**src/rtl/rdret_pkg.sv**
```systemverilog
`timescale 1ns/1ps
package rdret_pkg;
  typedef enum logic [2:0] {
    OP_NOP   = 3'd0,
    OP_READ  = 3'd1,
    OP_WRITE = 3'd2,
    OP_TERM  = 3'd3,
    OP_PRE   = 3'd4
  } op_e;

  typedef enum logic [1:0] {
    EV_NONE = 2'd0,
    EV_READ = 2'd1,
    EV_TERM = 2'd2,
    EV_PRE  = 2'd3
  } ev_e;
endpackage

```
**src/rtl/rdret_cmd_pipe.sv**
```systemverilog
`timescale 1ns/1ps
module rdret_cmd_pipe
  import rdret_pkg::*;
#(
  parameter int ID_W   = 4,
  parameter int BANK_W = 2,
  parameter int MAX_CL = 8,
  localparam int CL_W  = $clog2(MAX_CL + 1)
) (
  input  logic              clk,
  input  logic              rst_n,
  input  logic [2:0]        op,
  input  logic [BANK_W-1:0] bank,
  input  logic              all_bk,
  input  logic [ID_W-1:0]   id,
  input  logic [CL_W-1:0]   cas_lat,
  output ev_e               arr_ev,
  output logic [ID_W-1:0]   arr_id,
  output logic [BANK_W-1:0] arr_bank,
  output logic              arr_all,
  output ev_e               nxt_ev,
  output logic [BANK_W-1:0] nxt_bank,
  output logic              nxt_all,
  output logic              rd_inflight
);
  ev_e               st_ev   [1:MAX_CL];
  logic [ID_W-1:0]   st_id   [1:MAX_CL];
  logic [BANK_W-1:0] st_bank [1:MAX_CL];
  logic              st_all  [1:MAX_CL];

  ev_e  ev_in;
  logic wr_clear;

  always_comb begin
    wr_clear = (op == OP_WRITE);
    case (op)
      OP_READ: ev_in = EV_READ;
      OP_TERM: ev_in = EV_TERM;
      OP_PRE:  ev_in = EV_PRE;
      default: ev_in = EV_NONE;
    endcase
  end

  // shift stages; a write wipes every pending event
  genvar g;
  generate
    for (g = 1; g <= MAX_CL; g++) begin : g_stage
      ev_e               ev_n;
      logic [ID_W-1:0]   id_n;
      logic [BANK_W-1:0] bank_n;
      logic              all_n;
      if (g == 1) begin : g_head
        always_comb begin
          ev_n   = wr_clear ? EV_NONE : ev_in;
          id_n   = id;
          bank_n = bank;
          all_n  = all_bk;
        end
      end else begin : g_body
        always_comb begin
          ev_n   = wr_clear ? EV_NONE : st_ev[g-1];
          id_n   = st_id[g-1];
          bank_n = st_bank[g-1];
          all_n  = st_all[g-1];
        end
      end
      always_ff @(posedge clk or negedge rst_n) begin
        if (!rst_n) begin
          st_ev[g]   <= EV_NONE;
          st_id[g]   <= '0;
          st_bank[g] <= '0;
          st_all[g]  <= 1'b0;
        end else begin
          st_ev[g]   <= ev_n;
          st_id[g]   <= id_n;
          st_bank[g] <= bank_n;
          st_all[g]  <= all_n;
        end
      end
    end
  endgenerate

  always_comb begin
    arr_ev      = EV_NONE;
    arr_id      = '0;
    arr_bank    = '0;
    arr_all     = 1'b0;
    nxt_ev      = EV_NONE;
    nxt_bank    = '0;
    nxt_all     = 1'b0;
    rd_inflight = 1'b0;
    for (int k = 1; k <= MAX_CL; k++) begin
      if (CL_W'(k) == cas_lat) begin
        arr_ev   = st_ev[k];
        arr_id   = st_id[k];
        arr_bank = st_bank[k];
        arr_all  = st_all[k];
      end
      if (CL_W'(k + 1) == cas_lat) begin
        nxt_ev   = st_ev[k];
        nxt_bank = st_bank[k];
        nxt_all  = st_all[k];
      end
      if (CL_W'(k) <= cas_lat && st_ev[k] == EV_READ) rd_inflight = 1'b1;
    end
  end

  // the cycle after a write nothing pending may arrive
  assert_write_flush_R8: assert property (@(posedge clk) disable iff (!rst_n)
    $past(op == OP_WRITE) |-> (arr_ev == EV_NONE && nxt_ev == EV_NONE));
endmodule

```
**src/rtl/rdret_burst.sv**
```systemverilog
`timescale 1ns/1ps
module rdret_burst
  import rdret_pkg::*;
#(
  parameter int ID_W       = 4,
  parameter int BANK_W     = 2,
  parameter int MAX_BL_LOG = 3,
  localparam int BEAT_W    = MAX_BL_LOG,
  localparam int BL_W      = $clog2(MAX_BL_LOG + 1)
) (
  input  logic              clk,
  input  logic              rst_n,
  input  logic              wr_now,
  input  logic [BL_W-1:0]   bl_code,
  input  ev_e               arr_ev,
  input  logic [ID_W-1:0]   arr_id,
  input  logic [BANK_W-1:0] arr_bank,
  input  logic              arr_all,
  input  ev_e               nxt_ev,
  input  logic [BANK_W-1:0] nxt_bank,
  input  logic              nxt_all,
  output logic              sched,
  output logic [ID_W-1:0]   s_id,
  output logic [BEAT_W-1:0] s_beat,
  output logic              s_last,
  output logic              act
);
  logic              act_q, act_n;
  logic [ID_W-1:0]   id_q, id_n;
  logic [BEAT_W-1:0] beat_q, beat_n;
  logic [BANK_W-1:0] bank_q, bank_n;
  logic [BANK_W-1:0] s_bank;
  logic [BEAT_W-1:0] bl_max;
  logic              hit_pre, cut_next;

  always_comb begin
    bl_max  = BEAT_W'((1 << bl_code) - 1);
    hit_pre = (arr_ev == EV_PRE) && act_q && (arr_all || arr_bank == bank_q);
    sched   = 1'b0;
    s_id    = id_q;
    s_beat  = beat_q;
    s_bank  = bank_q;
    act_n   = act_q;
    id_n    = id_q;
    beat_n  = beat_q;
    bank_n  = bank_q;
    if (wr_now) begin
      act_n = 1'b0;
    end else if (arr_ev == EV_READ) begin
      sched  = 1'b1;
      s_id   = arr_id;
      s_beat = '0;
      s_bank = arr_bank;
      act_n  = (bl_max != '0);
      id_n   = arr_id;
      bank_n = arr_bank;
      beat_n = BEAT_W'(1);
    end else if (arr_ev == EV_TERM || hit_pre) begin
      act_n = 1'b0;
    end else if (act_q) begin
      sched = 1'b1;
      if (beat_q == bl_max) act_n = 1'b0;
      else beat_n = beat_q + 1'b1;
    end
    cut_next = (nxt_ev == EV_READ) || (nxt_ev == EV_TERM) ||
               ((nxt_ev == EV_PRE) && (nxt_all || nxt_bank == s_bank));
    s_last = sched && ((s_beat == bl_max) || cut_next);
    act    = act_q;
  end

  always_ff @(posedge clk or negedge rst_n) begin
    if (!rst_n) begin
      act_q  <= 1'b0;
      id_q   <= '0;
      beat_q <= '0;
      bank_q <= '0;
    end else begin
      act_q <= act_n;
      if (act_n) begin
        id_q   <= id_n;
        beat_q <= beat_n;
        bank_q <= bank_n;
      end
    end
  end

  // a continuing beat follows its predecessor of the same read
  assert_beat_step_R1: assert property (@(posedge clk) disable iff (!rst_n)
    (sched && s_beat != '0) |-> ($past(sched) && s_beat == $past(s_beat) + 1'b1
                                 && s_id == $past(s_id)));
  // after a final beat only a fresh burst may appear
  assert_last_ends_R2: assert property (@(posedge clk) disable iff (!rst_n)
    s_last |=> (!sched || s_beat == '0));
  // nothing is returned in a write cycle
  assert_write_cut_R8: assert property (@(posedge clk) disable iff (!rst_n)
    wr_now |-> !sched);
endmodule

```
**src/rtl/rdret_mask.sv**
```systemverilog
`timescale 1ns/1ps
module rdret_mask (
  input  logic clk,
  input  logic rst_n,
  input  logic wr_pend,
  input  logic wr_now,
  input  logic busy,
  input  logic sched,
  output logic dqm,
  output logic wr_ok,
  output logic rd_valid
);
  logic       dqm_d1, dqm_d2;
  logic [1:0] hi_cnt, hi_cnt_n;

  always_comb begin
    dqm      = wr_pend && busy && !wr_now;
    wr_ok    = !busy || (hi_cnt == 2'd2);
    rd_valid = sched && !dqm_d2;
    if (!dqm)                 hi_cnt_n = 2'd0;
    else if (hi_cnt != 2'd2)  hi_cnt_n = hi_cnt + 2'd1;
    else                      hi_cnt_n = hi_cnt;
  end

  always_ff @(posedge clk or negedge rst_n) begin
    if (!rst_n) begin
      dqm_d1 <= 1'b0;
      dqm_d2 <= 1'b0;
      hi_cnt <= 2'd0;
    end else begin
      dqm_d1 <= dqm;
      dqm_d2 <= dqm_d1;
      hi_cnt <= hi_cnt_n;
    end
  end

  // a mask two cycles ago hides the beat
  assert_mask_gap_R6: assert property (@(posedge clk) disable iff (!rst_n)
    $past(dqm, 2) |-> !rd_valid);
  // write permitted during due data only after two masked cycles
  assert_wr_window_R7: assert property (@(posedge clk) disable iff (!rst_n)
    (wr_ok && busy) |-> ($past(dqm) && $past(dqm, 2)));
endmodule

```
**src/rtl/rdret_sched.sv**
```systemverilog
`timescale 1ns/1ps
module rdret_sched
  import rdret_pkg::*;
#(
  parameter int ID_W       = 4,
  parameter int BANK_W     = 2,
  parameter int MAX_CL     = 8,
  parameter int MAX_BL_LOG = 3,
  localparam int CL_W      = $clog2(MAX_CL + 1),
  localparam int BL_W      = $clog2(MAX_BL_LOG + 1),
  localparam int BEAT_W    = MAX_BL_LOG
) (
  input  logic              clk,
  input  logic              rst_n,
  input  logic [2:0]        cmd_op,
  input  logic [BANK_W-1:0] cmd_bank,
  input  logic              cmd_all,
  input  logic [ID_W-1:0]   cmd_id,
  input  logic [CL_W-1:0]   cas_lat,
  input  logic [BL_W-1:0]   bl_code,
  input  logic              wr_pend,
  output logic              rd_valid,
  output logic [ID_W-1:0]   rd_id,
  output logic [BEAT_W-1:0] rd_beat,
  output logic              rd_last,
  output logic              dqm,
  output logic              wr_ok
);
  ev_e               arr_ev, nxt_ev;
  logic [ID_W-1:0]   arr_id;
  logic [BANK_W-1:0] arr_bank, nxt_bank;
  logic              arr_all, nxt_all, rd_inflight;
  logic              sched, s_last, act, busy, wr_now;

  assign wr_now = (cmd_op == OP_WRITE);
  assign busy   = rd_inflight || act;

  rdret_cmd_pipe #(.ID_W(ID_W), .BANK_W(BANK_W), .MAX_CL(MAX_CL)) u_pipe (
    .clk(clk), .rst_n(rst_n), .op(cmd_op), .bank(cmd_bank), .all_bk(cmd_all),
    .id(cmd_id), .cas_lat(cas_lat), .arr_ev(arr_ev), .arr_id(arr_id),
    .arr_bank(arr_bank), .arr_all(arr_all), .nxt_ev(nxt_ev),
    .nxt_bank(nxt_bank), .nxt_all(nxt_all), .rd_inflight(rd_inflight)
  );

  rdret_burst #(.ID_W(ID_W), .BANK_W(BANK_W), .MAX_BL_LOG(MAX_BL_LOG)) u_burst (
    .clk(clk), .rst_n(rst_n), .wr_now(wr_now), .bl_code(bl_code),
    .arr_ev(arr_ev), .arr_id(arr_id), .arr_bank(arr_bank), .arr_all(arr_all),
    .nxt_ev(nxt_ev), .nxt_bank(nxt_bank), .nxt_all(nxt_all),
    .sched(sched), .s_id(rd_id), .s_beat(rd_beat), .s_last(s_last), .act(act)
  );

  rdret_mask u_mask (
    .clk(clk), .rst_n(rst_n), .wr_pend(wr_pend), .wr_now(wr_now),
    .busy(busy), .sched(sched), .dqm(dqm), .wr_ok(wr_ok), .rd_valid(rd_valid)
  );

  assign rd_last = s_last && rd_valid;

  // programmed latency within the supported range
  assert_cl_range_R9: assert property (@(posedge clk) disable iff (!rst_n)
    (cas_lat >= CL_W'(2)) && (cas_lat <= CL_W'(MAX_CL)));
  // latency held while read data is due
  assert_cl_hold_R10: assert property (@(posedge clk) disable iff (!rst_n)
    $past(busy) |-> $stable(cas_lat));
endmodule

```
**config.mk**
```make
export PLATFORM = sky130hd
export DESIGN_NAME = rdret_sched
export DESIGN_NICKNAME = d
export VERILOG_FILES = /design/src/rtl/rdret_pkg.sv /design/src/rtl/rdret_cmd_pipe.sv /design/src/rtl/rdret_burst.sv /design/src/rtl/rdret_mask.sv /design/src/rtl/rdret_sched.sv
export SDC_FILE = /design/constraint.sdc
export NUM_CORES = 1
export LEC_CHECK = 0
export BUFFER_PORTS_ARGS = -buffer_cell sky130_fd_sc_hd__buf_4
export CAP_MARGIN = 20
export CORE_MARGIN = 4
export CORE_UTILIZATION = 35
export DETAILED_ROUTE_END_ITERATION = 8
export HOLD_SLACK_MARGIN = 0.02
export PLACE_DENSITY = 0.63
export SLEW_MARGIN = 25
export SYNTH_ARGS = -nofsm -noshare
export SYNTH_HDL_FRONTEND = slang
export SYNTH_SLANG_ARGS = --single-unit
export TNS_END_PERCENT = 50
```
**constraint.sdc**
```tcl
create_clock -name clk -period 5.8 [get_ports clk]
set_input_delay 0 -clock clk [delete_from_list [all_inputs] [get_ports clk]]
set_output_delay 0 -clock clk [all_outputs]
set_load 0.02 [all_outputs]
```
Word level (Yosys, flattened, before mapping). Cells that the tools add are included.

Bits in registers: 86. Input port bits: 19. Logic and storage cells: 212.

Add/sub/neg operators: 3. Magnitude comparators: 8. Equality and inequality tests: 36. Shift-type cells: 1. Multiplexer cells: 94. Bitwise logic cells: 1. Reductions and logical operators: 30.

Operators with widths (count): 2-bit 2-to-1 mux (44); 4-bit 2-to-1 mux (10); 1-bit 2-to-1 mux (33); 2-bit by 1-bit equality test with 1-bit output (second input constant) (10); 3-bit 2-to-1 mux (6); 3-bit by 4-bit equality test with 1-bit output (first input constant) (4); 3-bit by 4-bit <= comparator with 1-bit output (first input constant) (4); 1-bit logical AND (16); 2-bit equality test (second input constant) (5); 2-bit by 4-bit equality test with 1-bit output (first input constant) (2); 4-bit equality test (first input constant) (2); 2-bit by 4-bit <= comparator with 1-bit output (first input constant) (2); 1-bit logical OR (8); 3-bit by 2-bit equality test with 1-bit output (second input constant) (2); 3-bit equality test (2); 2-bit case mux with 3 select lines (1); 5-bit AND reduction (1); 1-bit by 4-bit equality test with 1-bit output (first input constant) (1); 2-bit equality test (2); 1-bit by 4-bit <= comparator with 1-bit output (first input constant) (1); 4-bit <= comparator (first input constant) (1); 2-bit by 1-bit inequality test with 1-bit output (second input constant) (2); 2-bit inequality test (second input constant) (2); 3-bit by 1-bit adder with 3-bit output (second input constant) (1); other kinds (9) (11).

Longest topological paths before layout.
Word-level depth: 19. Mapped depth: 14. Mapped depth without buffers: 9.

Cells and area by module. Synthesis repeated with hierarchy kept, for this count alone.

Cell total of the unflattened synthesis: 360. Area total of the unflattened synthesis: 4115.2 um^2.

Modules (own cells, without submodules): rdret_cmd_pipe (instances 1, cells an instance 263, area each 3159.3 um^2); rdret_burst (instances 1, cells an instance 79, area each 759.5 um^2); rdret_mask (instances 1, cells an instance 15, area each 171.4 um^2); rdret_sched (instances 1, cells an instance 3, area each 25.0 um^2).

Least setup slack after synthesis. No wires, ideal clock.

Path type: input -> output. From: input cas_lat[0]. To: output rd_last. Arrival: 2.888 ns. Data required time: 5.800 ns. Path slack: 2.912 ns. Cell stages on the path: 13. Cell sequence: buf_2 -> buf_2 -> buf_2 -> buf_2 -> buf_2 -> buf_2 -> mux2_2 -> a21oi_1 -> o221ai_1 -> ha_1 -> a221oi_1 -> a2111o_1 -> a21oi_1.

Word-level cells in the longest chain between the ends: 19.

Ends and longest elaborated chain: start, declared (RTL line rdret_sched.sv:19) `input logic [CL_W-1:0] cas_lat,`; 1-bit by 4-bit equality test with 1-bit output (RTL line rdret_cmd_pipe.sv:93) `if (CL_W'(k) == cas_lat) begin`; 2-bit 2-to-1 mux (8 in a row) (RTL line rdret_cmd_pipe.sv:93); 2-bit by 1-bit equality test with 1-bit output (RTL line rdret_burst.sv:49) `end else if (arr_ev == EV_READ) begin`; 2-bit 2-to-1 mux (RTL line rdret_burst.sv:49); 2-bit 2-to-1 mux (RTL line rdret_burst.sv:47) `if (wr_now) begin`; 2-bit equality test (RTL line rdret_burst.sv:66) `((nxt_ev == EV_PRE) && (nxt_all || nxt_bank == s_bank));`; 1-bit logical OR (RTL line rdret_burst.sv:66); 1-bit logical AND (RTL line rdret_burst.sv:66); 1-bit logical OR (RTL line rdret_burst.sv:65) `cut_next = (nxt_ev == EV_READ) || (nxt_ev == EV_TERM) ||`; 1-bit logical OR (RTL line rdret_burst.sv:67) `s_last = sched && ((s_beat == bl_max) || cut_next);`; 1-bit logical AND (RTL line rdret_burst.sv:67); 1-bit logical AND * (RTL line rdret_sched.sv:57) `assign rd_last = s_last && rd_valid;`; end, declared (RTL line rdret_sched.sv:25) `output logic rd_last,`.

Mark *: on every way between the ends. The rest lies on a longest branch, timed or not.

Worst setup path in the final report.
From: register u_pipe.st_ev[11] (netlist bit). To: output rd_last.

Word-level cells in the longest chain between the ends: 16.

Ends and longest elaborated chain: start, declared (RTL line rdret_cmd_pipe.sv:26) `ev_e st_ev [1:MAX_CL];`; start signal, assigned by index (RTL line rdret_cmd_pipe.sv:74) `st_ev[g] <= ev_n;`; 2-bit 2-to-1 mux (6 in a row) (RTL line rdret_cmd_pipe.sv:93); 2-bit by 1-bit equality test with 1-bit output (RTL line rdret_burst.sv:49); 2-bit 2-to-1 mux (RTL line rdret_burst.sv:49); 2-bit 2-to-1 mux (RTL line rdret_burst.sv:47); 2-bit equality test (RTL line rdret_burst.sv:66); 1-bit logical OR (RTL line rdret_burst.sv:66); 1-bit logical AND (RTL line rdret_burst.sv:66); 1-bit logical OR (RTL line rdret_burst.sv:65); 1-bit logical OR (RTL line rdret_burst.sv:67); 1-bit logical AND (RTL line rdret_burst.sv:67); 1-bit logical AND * (RTL line rdret_sched.sv:57).

Marked as above.

==> impl_metrics.toml <==
[floorplan]
die_w_um = 117
io_pins = 30
rows = 39
initial_core_util_pct = 36.1
die_area_mm2 = 0.0137
core_area_mm2 = 0.0115
die_h_um = 117

[timing]
relSlewSlack_pct = 45.8
period_share_pct = 58.6
setup_viol = 0
fin_ws_ns = 2.40
rsz0062_at_grt = "false"
fmax_mhz = 294
tightestPinTransition_ns = 0.809
maxSlewViolCount = 0
skew_ns = 0.0108
hold_viol = 0
post-route-min-period_ns = 3.40
setup_tns_ns = 0

[grt]
grt-busiest-layer = "met2"
antenna_found_initial = 0
grt_overflow = 0
met3_usage_pct = 4.11
grt_use_met2_pct = 21.4
grt_use_total_pct = 14.7
grt_pass1_wl_mm = 15.5
grt_max_degree = 87
grt_util_met1_pct = 21.3
grt_pass1_vias = 2987

[pwr]
power_density_mw_per_mm2 = 338
vdd_drop_max_mv = 0.149
leakage_nw = 2.11

[detailed_routing]
wl_mm = 9.39
routed_via_density = 5.44
drt_iter0_markers = 281
ant_nets = 0
wl_per_cell_um = 16.9
drcViolationCount = 0
dr.pass1.iters = 4
num_vias = 3011

[worst_setup_path]
required_ns = 5.80
arrival_ns = 3.40
crit_type = "reg2out"
reg2reg_slack_ns = 2.90
startpoint_type = "flip-flop"
cp-end-kind = "primary output"
cp_max_fo = 12

[final_layout]
drive_gt1_share_pct = 18.0
nets = 428
register_area_mm2 = 0.00215
diodes = 0
multi_input_comb_area_mm2 = 0.00184
fillers = 1077
syn2layout_area_growth_pct = 18.3

[clock_network]
cts_tree = "built"
cts-root-buf = "clkbuf_16"
cts_setup_buffers = 0
clockBufferDepth = 2
cts_buffers = 9
clock_latency_ns = 0.35
htreeDepth = 3
clock_sinks = 86
clk_pin_slew_ns = 0.07

[yosys]
syn_inst = 373
syn_nets = 395
yosys-top-cells-count = "dfrtp_1, o21ai_0, a21oi_1, nor2b_1, mux2i_1"
ys.flop_type = "dfrtp_1"
yosysMostFrequentCell = "dfrtp_1"
yosys.area.top_type_share_pct = 51.8
synth_top_area_cell = "dfrtp_1"
synth_cell_types = 69
yosysSeqAreaShare_pct = 51.8
synth_edf_count = 0
ys_ff_latch = 86
ys_warn_count = 0
ys_async_sr_fraction_pct = 100
syn_area_mm2 = 0.00415
ys_top_cells_by_area = "dfrtp_1, mux2i_1, nor2b_1, o21ai_0, a21oi_1"
syn_avg_cell_area_um2 = 11.1

[status]
status = "finished clean"

[placed_design]
dp_slack_ns = 2.55
gp_congestion = 0.895
io_buffers = 29
hpwl_mm = 6.32

[run]
maxCapViolCount = 0

[worst_hold_path]
hold_path_class = "in2reg"
worst paths after layout:
kind	startpoint	end	cells past startpoint
setup / recovery	u_pipe.st_ev[11]$_DFF_PN0_	rd_last	9
hold / removal	cmd_op[0]	u_pipe.st_ev[5]$_DFF_PN0_	4
setup reg to reg	u_pipe.st_ev[11]$_DFF_PN0_	u_burst.id_q[3]$_DFFE_PN0P_	9
hold reg to reg	u_mask.dqm_d1$_DFF_PN0_	u_mask.dqm_d2$_DFF_PN0_	0
max in group asynchronous	rst_n	u_mask.dqm_d1$_DFF_PN0_	2
min in group asynchronous	rst_n	u_pipe.g_stage[2].id_n[1]$_DFF_PN0_	2
state kept, by name (all words and copies together), names as in the netlist:
name and flops:
u_pipe.st_id 4, u_mask.dqm_d1 1, u_pipe.st_ev 16, u_pipe.st_bank 2, u_burst.id_q 4, u_pipe.g_stage.id_n 28, u_pipe.g_stage.all_n 7, u_burst.act 1
u_mask.hi_cnt 2, u_burst.beat_q 3, u_pipe.g_stage.bank_n 14, u_burst.bank_q 2, u_mask.dqm_d2 1, u_pipe.st_all 1
metrics by stage:
step	util, %	std cells	instance area (um2)	total power, mW	hold slack (ns)
finish	42.7	554	4910	1.66	0.116
global route	42.7	554	4910	1.74	0.148
CTS	42.6	554	4910	1.68	0.114
detailed placement	38.7	524	4450	1.06	0.111
global placement	38.7	524	4450	1.05	0.110
floorplan	-	373	4150	0.937	-0.296
metal layers:
layer / up-vias / routed length (um)
li1: 1438 / -
met1: 1493 / 4510
met2: 69 / 4250
met3: 11 / 480
met4: 0 / 140
met5: - / 0
worst max-delay path, cell delays in order, from the launching register on:
cell and delay, ns:
dfrtp_1 0.38, and3b_1 0.18, nor4b_1 0.50, nor3b_2 0.12, o211ai_1 0.57, or2_1 0.40
a221oi_1 0.18, a2111o_1 0.43, a21oi_1 0.12, buf_4 0.16
cells by family (layout without fill, tap and decap cells):
kind of cell | count (synthesis) | after routing | share of synthesized area (%)
buffers and inverters | 34 | 72 | 4.04
flip-flops | 86 | 86 | 51.8
AND/OR/NAND/NOR | 108 | 108 | 16.0
multiplexers | 31 | 31 | 8.34
adder cells (fa/ha/maj) | 3 | 3 | 0.904
AO/OA/AOI/OAI | 107 | 107 | 18.1
XOR/XNOR | 4 | 4 | 0.844
power breakdown:
group / internal [mW] / total, mW / switching (mW)
Clock: 0.361 / 0.608 / 0.247
Sequential: 0.659 / 0.710 / 0.0509
Combinational: 0.162 / 0.342 / 0.180
Total: 1.18 / 1.66 / 0.478
timing repair:
action / in CTS / in global routing
setup endpoints to repair: 0 / 0
hold buffers: 14 / 0
resized for setup: 0 / 0
endpoints found under the hold margin: 98 / 0
placed cells by master, fill, tap and decap left out, drive strengths merged, types with 7 or more instances in the layout:
master / instances
nand2b: 9
o21ai: 27
buf: 30
a21oi: 21
clkbuf: 11
nor2: 15
nor3b: 7
dlygate4sd3: 14
inv: 12
nand2: 16
mux2: 14
nor2b: 21
dfrtp: 86
mux2i: 17
or3: 7
area by class of cell:
| class | count | area share [%] |
|---|---|---|
| tap | 143 | 3.64 |
| multi-input combinational | 253 | 37.4 |
| timing repair buffer | 44 | 7.51 |
| inverter | 12 | 1.17 |
| sequential | 86 | 43.8 |
| clock buffer | 11 | 5.14 |
| clock inverter | 5 | 1.32 |
Power figures use the tool's default switching activity.
